## src/rtl/sclgen_pkg.sv

```systemverilog
package sclgen_pkg;
    typedef enum logic [2:0] {
        ST_IDLE,
        ST_LOW,
        ST_WAIT_HI,
        ST_HIGH,
        ST_HOLD_DATA,
        ST_HOLD_ACK
    } scl_state_t;
endpackage

```

## src/rtl/sclgen_sync.sv

```systemverilog
module sclgen_sync #(
    parameter int STAGES = 2
) (
    input  logic clk,
    input  logic rst_n,
    input  logic pin,
    output logic pin_s,
    output logic pin_fall
);
    logic [STAGES-1:0] shreg;
    logic              prev_q;

    always_ff @(posedge clk or negedge rst_n) begin
        if (!rst_n) begin
            shreg  <= '1;
            prev_q <= 1'b1;
        end else begin
            shreg  <= {shreg[STAGES-2:0], pin};
            prev_q <= shreg[STAGES-1];
        end
    end

    assign pin_s    = shreg[STAGES-1];
    assign pin_fall = prev_q & ~shreg[STAGES-1];
endmodule

```

## src/rtl/sclgen_baud.sv

```systemverilog
module sclgen_baud #(
    parameter int W = 4
) (
    input  logic         clk,
    input  logic         rst_n,
    input  logic [W-1:0] reload,
    input  logic         load,
    input  logic         dec,
    output logic         zero
);
    logic [W-1:0] cnt_q;

    always_ff @(posedge clk or negedge rst_n) begin
        if (!rst_n) begin
            cnt_q <= '0;
        end else if (load) begin
            cnt_q <= reload;
        end else if (dec && (cnt_q != '0)) begin
            cnt_q <= cnt_q - 1'b1;
        end
    end

    assign zero = (cnt_q == '0);
endmodule

```

## src/rtl/sclgen_fsm.sv

```systemverilog
module sclgen_fsm
    import sclgen_pkg::*;
#(
    parameter int BITS  = 9,
    parameter int BIT_W = 4
) (
    input  logic             clk,
    input  logic             rst_n,
    input  logic             xfer_req,
    input  logic             stop_seen,
    input  logic             stop_rel_en,
    input  logic             sync_act,
    input  logic             hold_data_en,
    input  logic             hold_ack_en,
    input  logic             pin_s,
    input  logic             pin_fall,
    input  logic             cnt_zero,
    output logic             cnt_load,
    output logic             cnt_dec,
    output logic             pull_low,
    output logic             int_clk,
    output logic [BIT_W-1:0] bit_cnt
);
    localparam logic [BIT_W-1:0] LAST_BIT = BIT_W'(BITS);
    localparam logic [BIT_W-1:0] DATA_BIT = BIT_W'(BITS - 1);

    scl_state_t       state_q, state_d;
    logic [BIT_W-1:0] bit_q;
    logic             bit_inc;
    logic             high_end;
    logic             stop_hit;

    assign stop_hit = stop_rel_en && stop_seen && (state_q != ST_IDLE);
    assign high_end = cnt_zero || (sync_act && pin_fall);

    always_comb begin
        state_d  = state_q;
        cnt_load = 1'b0;
        bit_inc  = 1'b0;
        unique case (state_q)
            ST_IDLE: begin
                if (xfer_req) begin
                    state_d  = ST_LOW;
                    cnt_load = 1'b1;
                end
            end
            ST_LOW: begin
                if (cnt_zero && (!sync_act || !pin_s)) begin
                    state_d  = sync_act ? ST_WAIT_HI : ST_HIGH;
                    cnt_load = 1'b1;
                    bit_inc  = 1'b1;
                end
            end
            ST_WAIT_HI: begin
                if (pin_s) begin
                    state_d = ST_HIGH;
                end
            end
            ST_HIGH: begin
                if (high_end) begin
                    if (bit_q == LAST_BIT) begin
                        state_d = hold_ack_en ? ST_HOLD_ACK : ST_IDLE;
                    end else if ((bit_q == DATA_BIT) && hold_data_en) begin
                        state_d = ST_HOLD_DATA;
                    end else begin
                        state_d  = ST_LOW;
                        cnt_load = 1'b1;
                    end
                end
            end
            ST_HOLD_DATA: begin
                if (!hold_data_en) begin
                    state_d  = ST_LOW;
                    cnt_load = 1'b1;
                end
            end
            ST_HOLD_ACK: begin
                if (!hold_ack_en) begin
                    state_d = ST_IDLE;
                end
            end
            default: state_d = ST_IDLE;
        endcase
        if (stop_hit) begin
            state_d  = ST_IDLE;
            cnt_load = 1'b0;
            bit_inc  = 1'b0;
        end
    end

    always_ff @(posedge clk or negedge rst_n) begin
        if (!rst_n) begin
            state_q <= ST_IDLE;
            bit_q   <= '0;
        end else begin
            state_q <= state_d;
            if (state_d == ST_IDLE) begin
                bit_q <= '0;
            end else if (bit_inc) begin
                bit_q <= bit_q + 1'b1;
            end
        end
    end

    always_comb begin
        pull_low = 1'b0;
        int_clk  = 1'b1;
        cnt_dec  = 1'b0;
        unique case (state_q)
            ST_IDLE:      begin pull_low = 1'b0; int_clk = 1'b1; end
            ST_LOW:       begin pull_low = 1'b1; int_clk = 1'b0; cnt_dec = 1'b1; end
            ST_WAIT_HI:   begin pull_low = 1'b0; int_clk = 1'b1; end
            ST_HIGH:      begin pull_low = 1'b0; int_clk = 1'b1; cnt_dec = 1'b1; end
            ST_HOLD_DATA: begin pull_low = 1'b1; int_clk = 1'b0; end
            ST_HOLD_ACK:  begin pull_low = 1'b1; int_clk = 1'b0; end
            default:      begin pull_low = 1'b0; int_clk = 1'b1; end
        endcase
    end

    assign bit_cnt = bit_q;
endmodule

```

## src/rtl/sclgen_top.sv

```systemverilog
module sclgen_top #(
    parameter int CNT_W       = 4,
    parameter int BITS        = 9,
    parameter int SYNC_STAGES = 2,
    localparam int BIT_W      = $clog2(BITS + 1)
) (
    input  logic             clk,
    input  logic             rst_n,
    input  logic             scl_in,
    input  logic [CNT_W-1:0] reload,
    input  logic             int_src,
    input  logic             sync_en,
    input  logic             hold_data_en,
    input  logic             hold_ack_en,
    input  logic             stop_rel_en,
    input  logic             xfer_req,
    input  logic             stop_seen,
    output logic             scl_pull_low,
    output logic             shift_clk,
    output logic [BIT_W-1:0] bit_cnt
);
    logic scl_s;
    logic scl_fall;
    logic cnt_zero;
    logic cnt_load;
    logic cnt_dec;
    logic int_clk;
    logic sync_act;

    assign sync_act = sync_en & int_src;

    sclgen_sync #(.STAGES(SYNC_STAGES)) u_sync (
        .clk      (clk),
        .rst_n    (rst_n),
        .pin      (scl_in),
        .pin_s    (scl_s),
        .pin_fall (scl_fall)
    );

    sclgen_baud #(.W(CNT_W)) u_baud (
        .clk    (clk),
        .rst_n  (rst_n),
        .reload (reload),
        .load   (cnt_load),
        .dec    (cnt_dec),
        .zero   (cnt_zero)
    );

    sclgen_fsm #(.BITS(BITS), .BIT_W(BIT_W)) u_fsm (
        .clk          (clk),
        .rst_n        (rst_n),
        .xfer_req     (xfer_req),
        .stop_seen    (stop_seen),
        .stop_rel_en  (stop_rel_en),
        .sync_act     (sync_act),
        .hold_data_en (hold_data_en),
        .hold_ack_en  (hold_ack_en),
        .pin_s        (scl_s),
        .pin_fall     (scl_fall),
        .cnt_zero     (cnt_zero),
        .cnt_load     (cnt_load),
        .cnt_dec      (cnt_dec),
        .pull_low     (scl_pull_low),
        .int_clk      (int_clk),
        .bit_cnt      (bit_cnt)
    );

    assign shift_clk = int_clk & scl_s;
endmodule

```

## config.mk

```make
export PLATFORM = sky130hd
export DESIGN_NAME = sclgen_top
export DESIGN_NICKNAME = d
export VERILOG_FILES = /design/src/rtl/sclgen_pkg.sv /design/src/rtl/sclgen_sync.sv /design/src/rtl/sclgen_baud.sv /design/src/rtl/sclgen_fsm.sv /design/src/rtl/sclgen_top.sv
export SDC_FILE = /design/constraint.sdc
export NUM_CORES = 1
export LEC_CHECK = 0
export CAP_MARGIN = 40
export CORE_AREA = 2 2 56 58
export CTS_CLUSTER_SIZE = 28
export DETAILED_ROUTE_END_ITERATION = 7
export DIE_AREA = 0 0 58 60
export GPL_ROUTABILITY_DRIVEN = 0
export PLACE_DENSITY = 0.66
export SETUP_SLACK_MARGIN = 0.3
export SLEW_MARGIN = 30
export SYNTH_ARGS = -nofsm -noshare
export SYNTH_HDL_FRONTEND = slang
export SYNTH_SLANG_ARGS = --single-unit
```

## constraint.sdc

```tcl
create_clock -name clk -period 2.2 [get_ports clk]
set_input_delay 0.44 -clock clk [delete_from_list [all_inputs] [get_ports clk]]
set_output_delay 0.44 -clock clk [all_outputs]
set_load 0.01 [all_outputs]
```

# Word level (Yosys, flattened, before mapping)
# Index checks and enable logic that the tools add are counted.
# word_totals
word_cells	66
reg_bits	14
# classes
eq_ne	7
reduce_logical	19
mux	29
bitwise	4
addsub	2
# ops
cell	n
$mux 3	10
$pmux 3 s6	1
$mux 4	4
$mux 1	13
$eq 4x4->1 const B	2
$eq 3x2->1 const B	2
$eq 3x3->1 const B	2
$logic_and 1x1->1	6
$logic_not 3->1	2
$add 4x1->4 const B	1
$logic_not 4->1	1
$pmux 1 s4	1
$reduce_bool 2->1	2
$reduce_bool 4->1	1
$sub 4x1->4 const B	1
$and 1x1->1	3
$eq 3x1->1 const B	1
$reduce_bool 3->1	1
$reduce_or 3->1	1
$logic_not 1->1	2
$logic_or 1x1->1	2
$reduce_or 2->1	1
$not 1->1	1

# Longest topological paths before layout
# logic_depth
word_depth	9
ltp_mapped	8
depth_no_buf	7

# Cells and area by module
# From an unflattened synthesis, not the netlist that was laid out.
# hier_totals
cells_unflattened	105
hier_area_um2	1019.7
# by_module_without_submodules
module	cells_each	n_inst	area_each_um2
sclgen_fsm	72	1	644.4
sclgen_baud	27	1	270.3
sclgen_sync	4	1	92.6
sclgen_top	2	1	12.5

# Worst setup path after synthesis
# No wires, ideal clock.
# synth_path
path_type	reg-to-reg
from	reg u_baud.cnt_q[0]
to	reg u_baud.cnt_q[0]
arrival_ps	1720
path_stages_with_launch	8
setup_time_ps	125
t_required_ps	2075
period_less_slack_ps	1845
slack_ps	355
path_cell_list	dfrtp_1 -> inv_1 -> ha_1 -> nor3b_4 -> nor2_1 -> nand3b_1 -> a31oi_4 -> mux2_2
# synth_between
elab_chain_cells	6
# synth_lines
element	line_no	rtl
start: declaration	sclgen_baud.sv:11	logic [W-1:0] cnt_q;
start signal: assignment	sclgen_baud.sv:17	cnt_q <= reload;
start signal: assignment	sclgen_baud.sv:19	cnt_q <= cnt_q - 1'b1;
$logic_not 4->1	sclgen_baud.sv:23	assign zero = (cnt_q == '0);
$logic_or 1x1->1 / $logic_and 1x1->1 (equally long branches)	sclgen_fsm.sv:34, sclgen_fsm.sv:48	
$mux 1 (on tied branches)	sclgen_fsm.sv:60, sclgen_fsm.sv:48	
$pmux 1 s4	sclgen_fsm.sv:40	unique case (state_q)
$mux 1	sclgen_fsm.sv:84	if (stop_hit) begin
$mux 4 / $reduce_bool 2->1 (equally long branches)	-	
# Parallel ways exist; a longest one is shown, timed or not. The select of a mux whose other input is x is not followed.
# A chain may end at the register's enable or synchronous reset.

# Final worst setup path
# layout_path
from	in int_src
to	reg u_baud.cnt_q[0]
# layout_between
elab_chain_cells	8
# layout_lines
element	line_no	rtl
start: declaration	sclgen_top.sv:11	input logic int_src,
$and 1x1->1 (*)	sclgen_top.sv:30	assign sync_act = sync_en & int_src;
$logic_not 1->1	sclgen_fsm.sv:48	if (cnt_zero && (!sync_act || !pin_s)) begin
$logic_or 1x1->1	sclgen_fsm.sv:48	
$logic_and 1x1->1	sclgen_fsm.sv:48	
$mux 1	sclgen_fsm.sv:48	
$pmux 1 s4 (*)	sclgen_fsm.sv:40	
$mux 1 (*)	sclgen_fsm.sv:84	
$mux 4 / $reduce_bool 2->1 (equally long branches)	-	
# Every way passes the cells marked *; elsewhere a longest branch is shown, timed or not.

==> results.tsv <==
metric	value	unit
status	finished clean	
drtAntennaViolNets	0	
period_needed	1.87	ns
syn_area_per_cell	9.80	µm²
vdd_drop_max	0.711	mV
crit_path_end_kind	flop	
synth_edf_count	0	
dr.pass1.iters	4	
p_clk_share	10.6	%
std_cell_rows	20	
clk_pin_slew	0.08	ns
syn_nets	116	
setup_viol	0	
finalMaxSlewViolations	0	
startpoint_type	primary input	
path_buf_inv	1	
die_w	58	µm
synth_top_area_share	28.9	%
max_freq	534	MHz
reg2reg_slack	0.35	ns
synth-seq-cells	14	
ys_types	37	
critPathKind	in -> reg	
die_h	60	µm
core_area	2900	µm²
cts_sinks	14	
ys_seq_area_share	37.2	%
drt-total-wl	2240	µm
intPower	889	µW
cts_tree	yes	
slew_headroom	58.1	%
num-fill-cells	272	
cap_violations	0	
cts_buffers	3	
final_nets	147	
crit_chain	clkdlybuf4s50_1, and4b_1, nor2_2, nand3b_1, a31oi_4, mux2_4	
power.leakage	0.578	nW
crit_fanout	4	
cts_htree_levels	1	
postPlaceCellArea	1170	µm²
synth.most_common_cell	nor2_1	
port_buffers	19	
netlist_area	951	µm²
async_flop_share	100	%
drc	0	
dp_hpwl	1500	µm
pin_count	20	
seqCellArea	359	µm²
drive_gt1_share	35.4	%
p_sw	567	µW
rsz0062_at_grt	true	
avgRoutedWirePerCell	14.0	µm
grt_usage	12.8	%
critPathSlowestCell	clkdlybuf4s50_1	
cp.required	2.37	ns
fin_crit_sh	85.2	%
worstPathArrival	2.04	ns
crit_family	simple AND/OR/NAND/NOR gates	
cpPeakStageDelay	0.49	ns
area_growth	43.9	%
clockBufferDepth	2	
ys.warnings.count	0	
multi_input_area	643	µm²
grt_pass1_vias	777	
fin_hold_ws	0.362	ns
grt_max_degree	15	
grt-ovfl-total	0	
power.density	1060	nW/µm²
min_path_type	reg -> reg	
synth_ff_type	dfrtp_1	
insertion_delay	0.28	ns
synth_top_area_cell	dfrtp_1	
antenna_found_initial	0	
final_area	1370	µm²
drt-initial-drc-count	10	
hold_viol	0	
dieArea	3480	µm²
sequentialPowerShare	28.1	%
grt_pass1_wl	3390	µm
synth_area_leaders	dfrtp_1 29%, dfstp_2 8.3%, ha_1 6.6%, nor2_1 5.1%, mux2_2 4.7%	
power.total	1.46	mW
worstMarginPinSlew	0.626	ns
comb_power_share	61.3	%
diodes	0	
start_util	32.8	%
num_vias	836	
setup_tns	0	ns
synthTopCellsByCount	13 x nor2_1, 11 x dfrtp_1, 6 x nor3_1	
vias_per_cell	5.23	
skew	0.00652	ns
netlist_instances	97	
cts-root-buf	clkbuf_4	
p_sw_share	38.9	%
[what timing repair did]
item	CTS	global route
hold buffers	0	0
resized for setup	5	27
buffers inserted	5	4
setup endpoints to repair	10	9
pin swaps	1	8
[final timing paths]
kind | startpoint | end | depth (start not counted)
max in group asynchronous | rst_n | u_fsm.bit_cnt[0]$_DFFE_PN0P_ | 1
worst min register to register | u_sync.shreg[0]$_DFF_PN1_ | u_sync.shreg[1]$_DFF_PN1_ | 0
min in group asynchronous | rst_n | u_baud.cnt_q[2]$_DFFE_PN0P_ | 1
worst min-delay path | u_sync.shreg[0]$_DFF_PN1_ | u_sync.shreg[1]$_DFF_PN1_ | 0
worst max register to register | u_baud.cnt_q[0]$_DFFE_PN0P_ | u_fsm.bit_cnt[3]$_DFFE_PN0P_ | 8
worst max-delay path | int_src | u_baud.cnt_q[0]$_DFFE_PN0P_ | 6
[layout by cell type, fill, tap and decap left out, types with 4 or more instances in the layout]
cell	netlist	layout
clkdlybuf4s50_1	0	16
dfrtp_1	11	7
dfrtp_2	0	4
buf_4	0	10
nand2_1	5	5
a21oi_1	5	5
nor2_1	13	10
xnor2_1	4	4
mux2_4	0	4
nor3_2	0	4
inv_2	0	4
[sequential cells by signal, summed over array words and instances (netlist names)]
name	count
u_baud.cnt_q	4
u_fsm.bit_cnt	4
u_sync.prev_q	1
u_fsm.state_q	3
u_sync.shreg	2
[cell type report]
type,count,area share (%)
repair buffers,30,20.5
inverters,5,1.37
flip-flops and latches,14,26.2
clock buffers,4,1.92
multi-input cells,74,47.0
well taps,33,3.02
[power groups by stage]
stage	combinational [mW]	clock (mW)	sequential (mW)
6_report	0.893	0.154	0.409
5_1_grt	0.986	0.168	0.417
4_1_cts	0.696	0.154	0.402
3_5_place_dp	0.626	0	0.430
3_3_place_gp	0.612	0	0.429
2_1_floorplan	0.495	0	0.385
[per-layer routing]
metal,wire length [µm],vias to the layer above,share of wire (%),global-route usage [%]
li1,-,402,-,-
met1,935,407,42,14.7
met2,1170,22,52,22.6
met3,109,5,4.9,4.11
met4,23,0,1.0,3.65
met5,0,-,0,0
[through the flow]
stage	util [%]	std cells	setup WS, ns
after floorplan	-	97	0.355
after global placement	40.3	147	-0.00930
after detailed placement	40.3	147	-0.00373
after CTS	42.6	156	0.302
after global routing	47.2	160	0.237
final	47.2	160	0.326
[logic make-up (layout without fill, tap and decap cells)]
kind of cell / Yosys count / count (layout) / share of synthesized area, %
AO/OA/AOI/OAI: 15 / 15 / 12.6
XOR/XNOR: 6 / 6 / 5.53
adder cells (fa/ha/maj): 5 / 5 / 6.58
buffers and inverters: 9 / 39 / 4.74
flip-flops: 14 / 14 / 37.2
multiplexers: 6 / 6 / 6.84
AND/OR/NAND/NOR: 42 / 42 / 26.5
Power figures use the tool's default switching activity.
